==> src/rtl/eps_pkg.sv <==
package eps_pkg;
   typedef enum logic [1:0] {
      BM_START = 2'd0,
      BM_WRITE = 2'd1,
      BM_READ  = 2'd2,
      BM_STOP  = 2'd3
   } bm_op_e;

   typedef enum logic [3:0] {
      S_IDLE, S_START, S_DEVW, S_AHI, S_ALO,
      S_RSTART, S_DEVR, S_READ, S_DATA, S_STOP, S_WAIT
   } seq_state_e;
endpackage

==> src/rtl/eps_chunk_calc.sv <==
module eps_chunk_calc #(
   parameter int AW   = 9,
   parameter int CW   = 8,
   parameter int PAGE = 16
) (
   input  logic [AW-1:0] addr,
   input  logic [CW-1:0] remain,
   output logic [CW-1:0] len
);
   localparam int PW = $clog2(PAGE);
   localparam int MW = (CW > PW + 1) ? CW : PW + 1;

   if (PAGE < 2 || (PAGE & (PAGE - 1)) != 0) begin : g_bad_page
      $error("PAGE must be a power of two of at least 2");
   end
   if (AW < PW) begin : g_bad_aw
      $error("AW must cover one page");
   end

   logic [MW-1:0] room;
   logic [MW-1:0] rem_x;

   assign room  = MW'(PAGE) - MW'(addr[PW-1:0]);
   assign rem_x = MW'(remain);
   assign len   = CW'((rem_x < room) ? rem_x : room);
endmodule

==> src/rtl/eps_wait_timer.sv <==
module eps_wait_timer #(
   parameter bit USE_TIMER   = 1'b1,
   parameter int WR_WAIT_CYC = 5000
) (
   input  logic clk,
   input  logic rst_n,
   input  logic start,
   output logic expired
);
   if (WR_WAIT_CYC < 1) begin : g_bad_wait
      $error("WR_WAIT_CYC must be at least 1");
   end

   if (USE_TIMER) begin : g_timer
      localparam int CNTW = $clog2(WR_WAIT_CYC + 1);
      logic [CNTW-1:0] cnt;

      always_ff @(posedge clk or negedge rst_n) begin
         if (!rst_n)          cnt <= '0;
         else if (start)      cnt <= CNTW'(WR_WAIT_CYC);
         else if (cnt != '0)  cnt <= cnt - 1'b1;
      end
      assign expired = (cnt == '0);
   end else begin : g_no_timer
      logic unused_ok;
      assign unused_ok = ^{clk, rst_n, start};
      assign expired   = 1'b1;
   end
endmodule

==> src/rtl/eeprom_page_seq.sv <==
module eeprom_page_seq
   import eps_pkg::*;
#(
   parameter int          AW          = 9,
   parameter int          CW          = 8,
   parameter int          PAGE        = 16,
   parameter logic [6:0]  DEV_ADDR    = 7'h50,
   parameter int unsigned POLL_MODE   = 0,
   parameter int          WR_WAIT_CYC = 5000
) (
   input  logic          clk,
   input  logic          rst_n,
   input  logic          op_valid,
   output logic          op_ready,
   input  logic          op_read,
   input  logic [AW-1:0] op_addr,
   input  logic [CW-1:0] op_count,
   input  logic          fifo_empty,
   input  logic [7:0]    fifo_data,
   output logic          fifo_pop,
   output logic          rd_valid,
   output logic [7:0]    rd_data,
   output logic          bm_cmd_valid,
   output logic [1:0]    bm_cmd_op,
   output logic [7:0]    bm_cmd_wdata,
   output logic          bm_cmd_nack,
   input  logic          bm_done,
   input  logic          bm_ack,
   input  logic [7:0]    bm_rdata,
   output logic          err,
   output logic [CW-1:0] err_offset
);
   localparam int PW = $clog2(PAGE);
   localparam seq_state_e ADDR_FIRST = (AW > 8) ? S_AHI : S_ALO;

   if (AW < 1 || AW > 16) begin : g_bad_aw
      $error("AW must lie in 1..16");
   end
   if (CW < 1) begin : g_bad_cw
      $error("CW must be at least 1");
   end

   seq_state_e    state;
   logic [AW-1:0] cur_addr;
   logic [CW-1:0] rem, left, offset, chunk_len;
   logic          rd_mode, polling, closing, aborting;
   logic [7:0]    a_hi, a_lo;
   logic          nack_fail, tmr_start, tmr_expired;

   // address bytes: a high byte exists only for wide addresses
   if (AW > 8) begin : g_two_abytes
      assign a_hi = 8'(cur_addr >> 8);
   end else begin : g_one_abyte
      assign a_hi = 8'h00;
   end
   assign a_lo = 8'(cur_addr);

   eps_chunk_calc #(.AW(AW), .CW(CW), .PAGE(PAGE)) u_chunk (
      .addr(cur_addr), .remain(rem), .len(chunk_len));

   eps_wait_timer #(.USE_TIMER(POLL_MODE == 0), .WR_WAIT_CYC(WR_WAIT_CYC)) u_timer (
      .clk(clk), .rst_n(rst_n), .start(tmr_start), .expired(tmr_expired));

   // command presented to the byte master
   always_comb begin
      bm_cmd_valid = 1'b0;
      bm_cmd_op    = BM_STOP;
      bm_cmd_wdata = 8'h00;
      bm_cmd_nack  = 1'b0;
      case (state)
         S_START, S_RSTART: begin bm_cmd_valid = 1'b1; bm_cmd_op = BM_START; end
         S_DEVW: begin bm_cmd_valid = 1'b1; bm_cmd_op = BM_WRITE; bm_cmd_wdata = {DEV_ADDR, 1'b0}; end
         S_AHI:  begin bm_cmd_valid = 1'b1; bm_cmd_op = BM_WRITE; bm_cmd_wdata = a_hi; end
         S_ALO:  begin bm_cmd_valid = 1'b1; bm_cmd_op = BM_WRITE; bm_cmd_wdata = a_lo; end
         S_DEVR: begin bm_cmd_valid = 1'b1; bm_cmd_op = BM_WRITE; bm_cmd_wdata = {DEV_ADDR, 1'b1}; end
         S_READ: begin bm_cmd_valid = 1'b1; bm_cmd_op = BM_READ; bm_cmd_nack = (rem == CW'(1)); end
         S_DATA: begin bm_cmd_valid = !fifo_empty; bm_cmd_op = BM_WRITE; bm_cmd_wdata = fifo_data; end
         S_STOP: begin bm_cmd_valid = 1'b1; bm_cmd_op = BM_STOP; end
         default: ;
      endcase
   end

   assign op_ready  = (state == S_IDLE);
   assign fifo_pop  = (state == S_DATA) && bm_done;
   assign nack_fail = bm_done && !bm_ack &&
                      ((state == S_DEVW && !polling) || state == S_AHI || state == S_ALO ||
                       state == S_DEVR || state == S_DATA);
   assign tmr_start = (state == S_STOP) && bm_done && !aborting && !rd_mode && !closing && !polling;

   always_ff @(posedge clk or negedge rst_n) begin
      if (!rst_n) begin
         state <= S_IDLE; cur_addr <= '0; rem <= '0; left <= '0; offset <= '0;
         rd_mode <= 1'b0; polling <= 1'b0; closing <= 1'b0; aborting <= 1'b0;
         err <= 1'b0; err_offset <= '0; rd_valid <= 1'b0; rd_data <= 8'h00;
      end else begin
         rd_valid <= (state == S_READ) && bm_done;
         if (bm_done) rd_data <= bm_rdata;
         if (nack_fail) begin
            err        <= 1'b1;
            err_offset <= offset;
            aborting   <= 1'b1;
            state      <= S_STOP;
         end else begin
            case (state)
               S_IDLE: if (op_valid) begin
                  err <= 1'b0;
                  if (op_count != '0) begin
                     cur_addr <= op_addr; rem <= op_count; offset <= '0;
                     rd_mode <= op_read; polling <= 1'b0; closing <= 1'b0; aborting <= 1'b0;
                     state <= S_START;
                  end
               end
               S_START:  if (bm_done) state <= S_DEVW;
               S_DEVW:   if (bm_done) begin
                  if (!bm_ack)             state <= S_STOP;
                  else if (polling && rem == '0) begin closing <= 1'b1; state <= S_STOP; end
                  else begin polling <= 1'b0; state <= ADDR_FIRST; end
               end
               S_AHI:    if (bm_done) state <= S_ALO;
               S_ALO:    if (bm_done) begin
                  if (rd_mode) state <= S_RSTART;
                  else begin left <= chunk_len; state <= S_DATA; end
               end
               S_RSTART: if (bm_done) state <= S_DEVR;
               S_DEVR:   if (bm_done) state <= S_READ;
               S_READ:   if (bm_done) begin
                  rem <= rem - 1'b1; cur_addr <= cur_addr + 1'b1; offset <= offset + 1'b1;
                  if (rem == CW'(1)) state <= S_STOP;
               end
               S_DATA:   if (bm_done) begin
                  rem <= rem - 1'b1; cur_addr <= cur_addr + 1'b1;
                  offset <= offset + 1'b1; left <= left - 1'b1;
                  if (left == CW'(1)) state <= S_STOP;
               end
               S_STOP:   if (bm_done) begin
                  if (aborting || rd_mode || closing) state <= S_IDLE;
                  else if (polling)                   state <= S_START;
                  else if (POLL_MODE != 0) begin polling <= 1'b1; state <= S_START; end
                  else                                state <= S_WAIT;
               end
               S_WAIT:   if (tmr_expired) state <= (rem == '0) ? S_IDLE : S_START;
               default:  state <= S_IDLE;
            endcase
         end
      end
   end

   // a command stays put until the master completes it
   a_r10_cmd_held: assert property (@(posedge clk) disable iff (!rst_n)
      bm_cmd_valid && !bm_done |=> bm_cmd_valid && $stable(bm_cmd_op) && $stable(bm_cmd_wdata));
   // never consume from an empty FIFO
   a_r3_pop_nonempty: assert property (@(posedge clk) disable iff (!rst_n)
      fifo_pop |-> !fifo_empty);
   // idle means a quiet bus
   a_r9_ready_quiet: assert property (@(posedge clk) disable iff (!rst_n)
      op_ready |-> !bm_cmd_valid);
   // a raised error is followed by STOP on the bus
   a_r8_err_stop: assert property (@(posedge clk) disable iff (!rst_n)
      $rose(err) |-> bm_cmd_valid && bm_cmd_op == BM_STOP);
   // the last byte of a page closes its chunk
   a_r2_page_end: assert property (@(posedge clk) disable iff (!rst_n)
      state == S_DATA && bm_done && bm_ack && cur_addr[PW-1:0] == '1 |-> left == CW'(1));
   // read strobe follows a completion by one cycle
   a_r7_rd_follow: assert property (@(posedge clk) disable iff (!rst_n)
      rd_valid |-> $past(bm_done));
endmodule

==> config.mk <==
export PLATFORM = sky130hd
export DESIGN_NAME = eeprom_page_seq
export DESIGN_NICKNAME = d
export VERILOG_FILES = /design/src/rtl/eps_pkg.sv /design/src/rtl/eps_chunk_calc.sv /design/src/rtl/eps_wait_timer.sv /design/src/rtl/eeprom_page_seq.sv
export SDC_FILE = /design/constraint.sdc
export NUM_CORES = 1
export LEC_CHECK = 0
export BUFFER_PORTS_ARGS = -buffer_cell sky130_fd_sc_hd__buf_2
export CORE_MARGIN = 10
export CORE_UTILIZATION = 30
export CTS_CLUSTER_DIAMETER = 80
export DETAILED_ROUTE_END_ITERATION = 8
export PLACE_DENSITY = 0.59
export RECOVER_POWER = 50
export SETUP_SLACK_MARGIN = 0.3
export SLEW_MARGIN = 25
export SYNTH_ARGS = -nofsm -noshare
export SYNTH_HDL_FRONTEND = slang
export SYNTH_SLANG_ARGS = --single-unit
==> constraint.sdc <==
create_clock -name clk -period 4.04 [get_ports clk]
set_input_delay 0.606 -clock clk [delete_from_list [all_inputs] [get_ports clk]]
set_output_delay 0.606 -clock clk [all_outputs]
set_load 0.02 [all_outputs]
==> results.ini <==
[run_status]
outcome = complete, but fails checks
violations = max-capacitance violations, max-slew violations

[flow_run]
max_cap_viol_count = 1

[sta]
hold_viol = 0
tightestPinTransition_ns = 1.73
tns_ns = 0
rsz0062_at_grt = false
maxSlewViolCount = 33
skew_ns = 0.00738
finalCritPeriodShare_pct = 71.6
fmax_ghz = 0.346
relSlewSlack_pct = -15.1
fin_crit_ns = 2.89
setup_viol = 0

[power_and_ir_drop]
p_leak_nw = 2.33
ir_worst_vdd_uv = 386
powerDensity_mw_per_mm2 = 812
finalPower_mw = 4.16

[critical_path]
path_cells = buf_4 -> or2_2 -> o31ai_1 -> a21o_1 -> buf_2
rr_endpoint = offset[6]$_DFFE_PN0P_
cpMaxStageDelayCell = dfrtp_1
critPathKind = flip-flop to primary output
r2r_cells = 5
required_ns = 3.43
critPathTopFamily = compound AO/OA/AOI/OAI gates
cpPeakStageDelay_ns = 0.50
cp-start-kind = flip-flop
r2r-start = state[2]$_DFFE_PN0P_
end_kind = primary output
arrival_ns = 2.29
crit_buf_inv = 2
path_max_fanout = 17
rrSetupSlack_ns = 1.23

[synthesis]
postSynthAreaPerCell_um2 = 8.75
synth-edff-count = 0
synthArstFlopShare_pct = 100
ys_warn_count = 0
syn-num-nets = 548
syn_area_mm2 = 0.00433
yosysUniqueCellTypes = 58
yosysTopAreaCell = dfrtp_1
synth-seq-cells = 71
synth_area_leaders = dfrtp_1 (41%), nor2_1 (5.3%), mux2_2 (5.2%)
synth.top_cell.area_share_pct = 41.0
seq_area_frac_synth_pct = 41.0
synthFlopType = dfrtp_1
netlist_instances = 495

[placement]
place_hpwl_um = 9410
gp_congestion = 0.878
port_buffers = 71
dpl_cell_area_mm2 = 0.00484

[floorplan]
rows = 43
die_y_um = 140
core_area_mm2 = 0.0140
io_pins = 72
die_w_um = 140
start_util_pct = 31.0
dieArea_mm2 = 0.0196

[clocking]
cts-buffers-inserted = 9
ctsHtreeMaxLevel = 3
postCtsSetupBuffers = 0
postCtsHoldBufs = 0
insertion_delay_ns = 0.34
cts.sinks = 71
ctsLongestPathBuffers = 2
cts-root-buf = clkbuf_16
cts_tree = done
path_clk_slew_ns = 0.06
ctsResizeCount = 0

[detailed_routing]
wire_per_inst_um = 17.1
drt_first_pass_iters = 5
drtAntennaViolNets = 0
drtIter0Drc = 257
vias = 3950
totalWireLength_um = 12600
drc_errors = 0
via_per_inst = 5.36

[final_layout]
diodes = 0
fillers = 1431
design_area_mm2 = 0.00512
seq_area_mm2 = 0.00178
final_core_util_pct = 36.6
multiInputGateArea_mm2 = 0.00233
drive_gt1_share_pct = 19.7
layout.nets = 607
area_delta_synth_final_pct = 18.3

[worst_hold_path]
holdPathEnd = err$_DFFE_PN0P_
hold_path.class = flip-flop to flip-flop
holdPathStages = 2
hp-start = err$_DFFE_PN0P_

[grt]
antenna_found_initial = 0
track_usage_pct = 12.4
grt_max_degree = 33
grt_pass1_wl_um = 20100
grt_remaining_overflow = 0
grt_pass1_vias = 3779

## cells by family (layout without fill, tap and decap cells)
logic type / after synthesis / count (layout) / synth area share, %
XOR/XNOR: 10 / 10 / 2.02
flip-flops: 71 / 71 / 41.0
AO/OA/AOI/OAI: 127 / 127 / 18.9
AND/OR/NAND/NOR: 195 / 195 / 22.7
multiplexers: 25 / 25 / 6.47
adder cells (fa/ha/maj): 13 / 13 / 3.76
buffers and inverters: 54 / 116 / 5.11
## power by group
| part | total, mW | internal (mW) | switching [mW] |
|---|---|---|---|
| Clock | 0.832 | 0.533 | 0.300 |
| Combinational | 2.07 | 0.802 | 1.27 |
| Sequential | 1.26 | 0.956 | 0.299 |
| Total | 4.16 | 2.29 | 1.87 |
## worst max path at each step
stage / startpoint / endpoint / slack, ns / cells past startpoint
floorplan: cur_addr[0]$_DFFE_PN0P_ / left[0]$_DFFE_PN0P_ / 1.76 / 9
global placement: state[2]$_DFFE_PN0P_ / offset[6]$_DFFE_PN0P_ / 1.29 / 5
detailed placement: op_count[2] / offset[4]$_DFFE_PN0P_ / 1.22 / 7
CTS: state[2]$_DFFE_PN0P_ / bm_cmd_wdata[4] / 1.14 / 4
global route: rst_n / state[3]$_DFFE_PN0P_ / 0.76 / 2
finish: state[0]$_DFFE_PN0P_ / bm_cmd_op[1] / 1.15 / 5
## layout by cell type (no fill, tap or decap), types with 8 or more instances in the layout
cell and count:
dfrtp_1 71, nor2_1 61, buf_2 61, o21ai_0 41
nand2_1 36, a21oi_1 27, nand3_1 25, inv_1 22
mux2_2 19, ha_1 13, clkbuf_1 13, and3_1 11
nor3_1 10, nand2b_1 10, clkbuf_16 9, a22oi_1 8
xor2_1 8
## metal layers
layer / global-route usage [%] / vias up / routed length [um]
met1: 16.0 / 1923 / 5700
li1: - / 1897 / -
met4: 2.93 / 0 / 150
met3: 3.89 / 11 / 747
met2: 19.6 / 119 / 5990
met5: 0 / - / 0
## through the flow
stage               std cells  hold WS (ns)  worst slack [ns]
finish                    737         0.477              1.15
global route              737         0.490             0.761
CTS                       737         0.257              1.14
detailed placement        723         0.463              1.22
global placement          723         0.464              1.29
floorplan                 495         0.310              1.76
## cells in the mapped netlist, drive strengths merged, types with 8 or more instances
library cell,n
dfrtp,71
nand2,36
xor2,8
buf,18
mux2,21
inv,22
a22oi,8
nand2b,10
and3,11
nor2,61
nor3,11
ha,13
nand3,25
a21oi,27
clkbuf,14
o21ai,43
## sequential cells by signal, indices dropped and copies added, names as in the netlist
| signal | flops |
|---|---|
| aborting | 1 |
| rd_valid | 1 |
| u_timer.g_timer.cnt | 13 |
| rd_mode | 1 |
| err_offset | 8 |
| cur_addr | 9 |
| closing | 1 |
| rem | 8 |
| offset | 8 |
| left | 8 |
| err | 1 |
| state | 4 |
| rd_data | 8 |
## layout make-up
| cell class | instances | share of cell area [%] |
|---|---|---|
| flip-flops and latches | 71 | 34.7 |
| repair buffers | 80 | 7.87 |
| inverters | 22 | 1.61 |
| multi-input cells | 370 | 45.5 |
| well taps | 180 | 4.40 |
| clock inverters | 4 | 1.42 |
| clock buffers | 10 | 4.47 |
## worst min-delay path, cell delays in order, from the launching register on
cell,delay (ns)
dfrtp_1,0.34
nand2_1,0.05
nand2_1,0.06
Power figures use the tool's default switching activity.
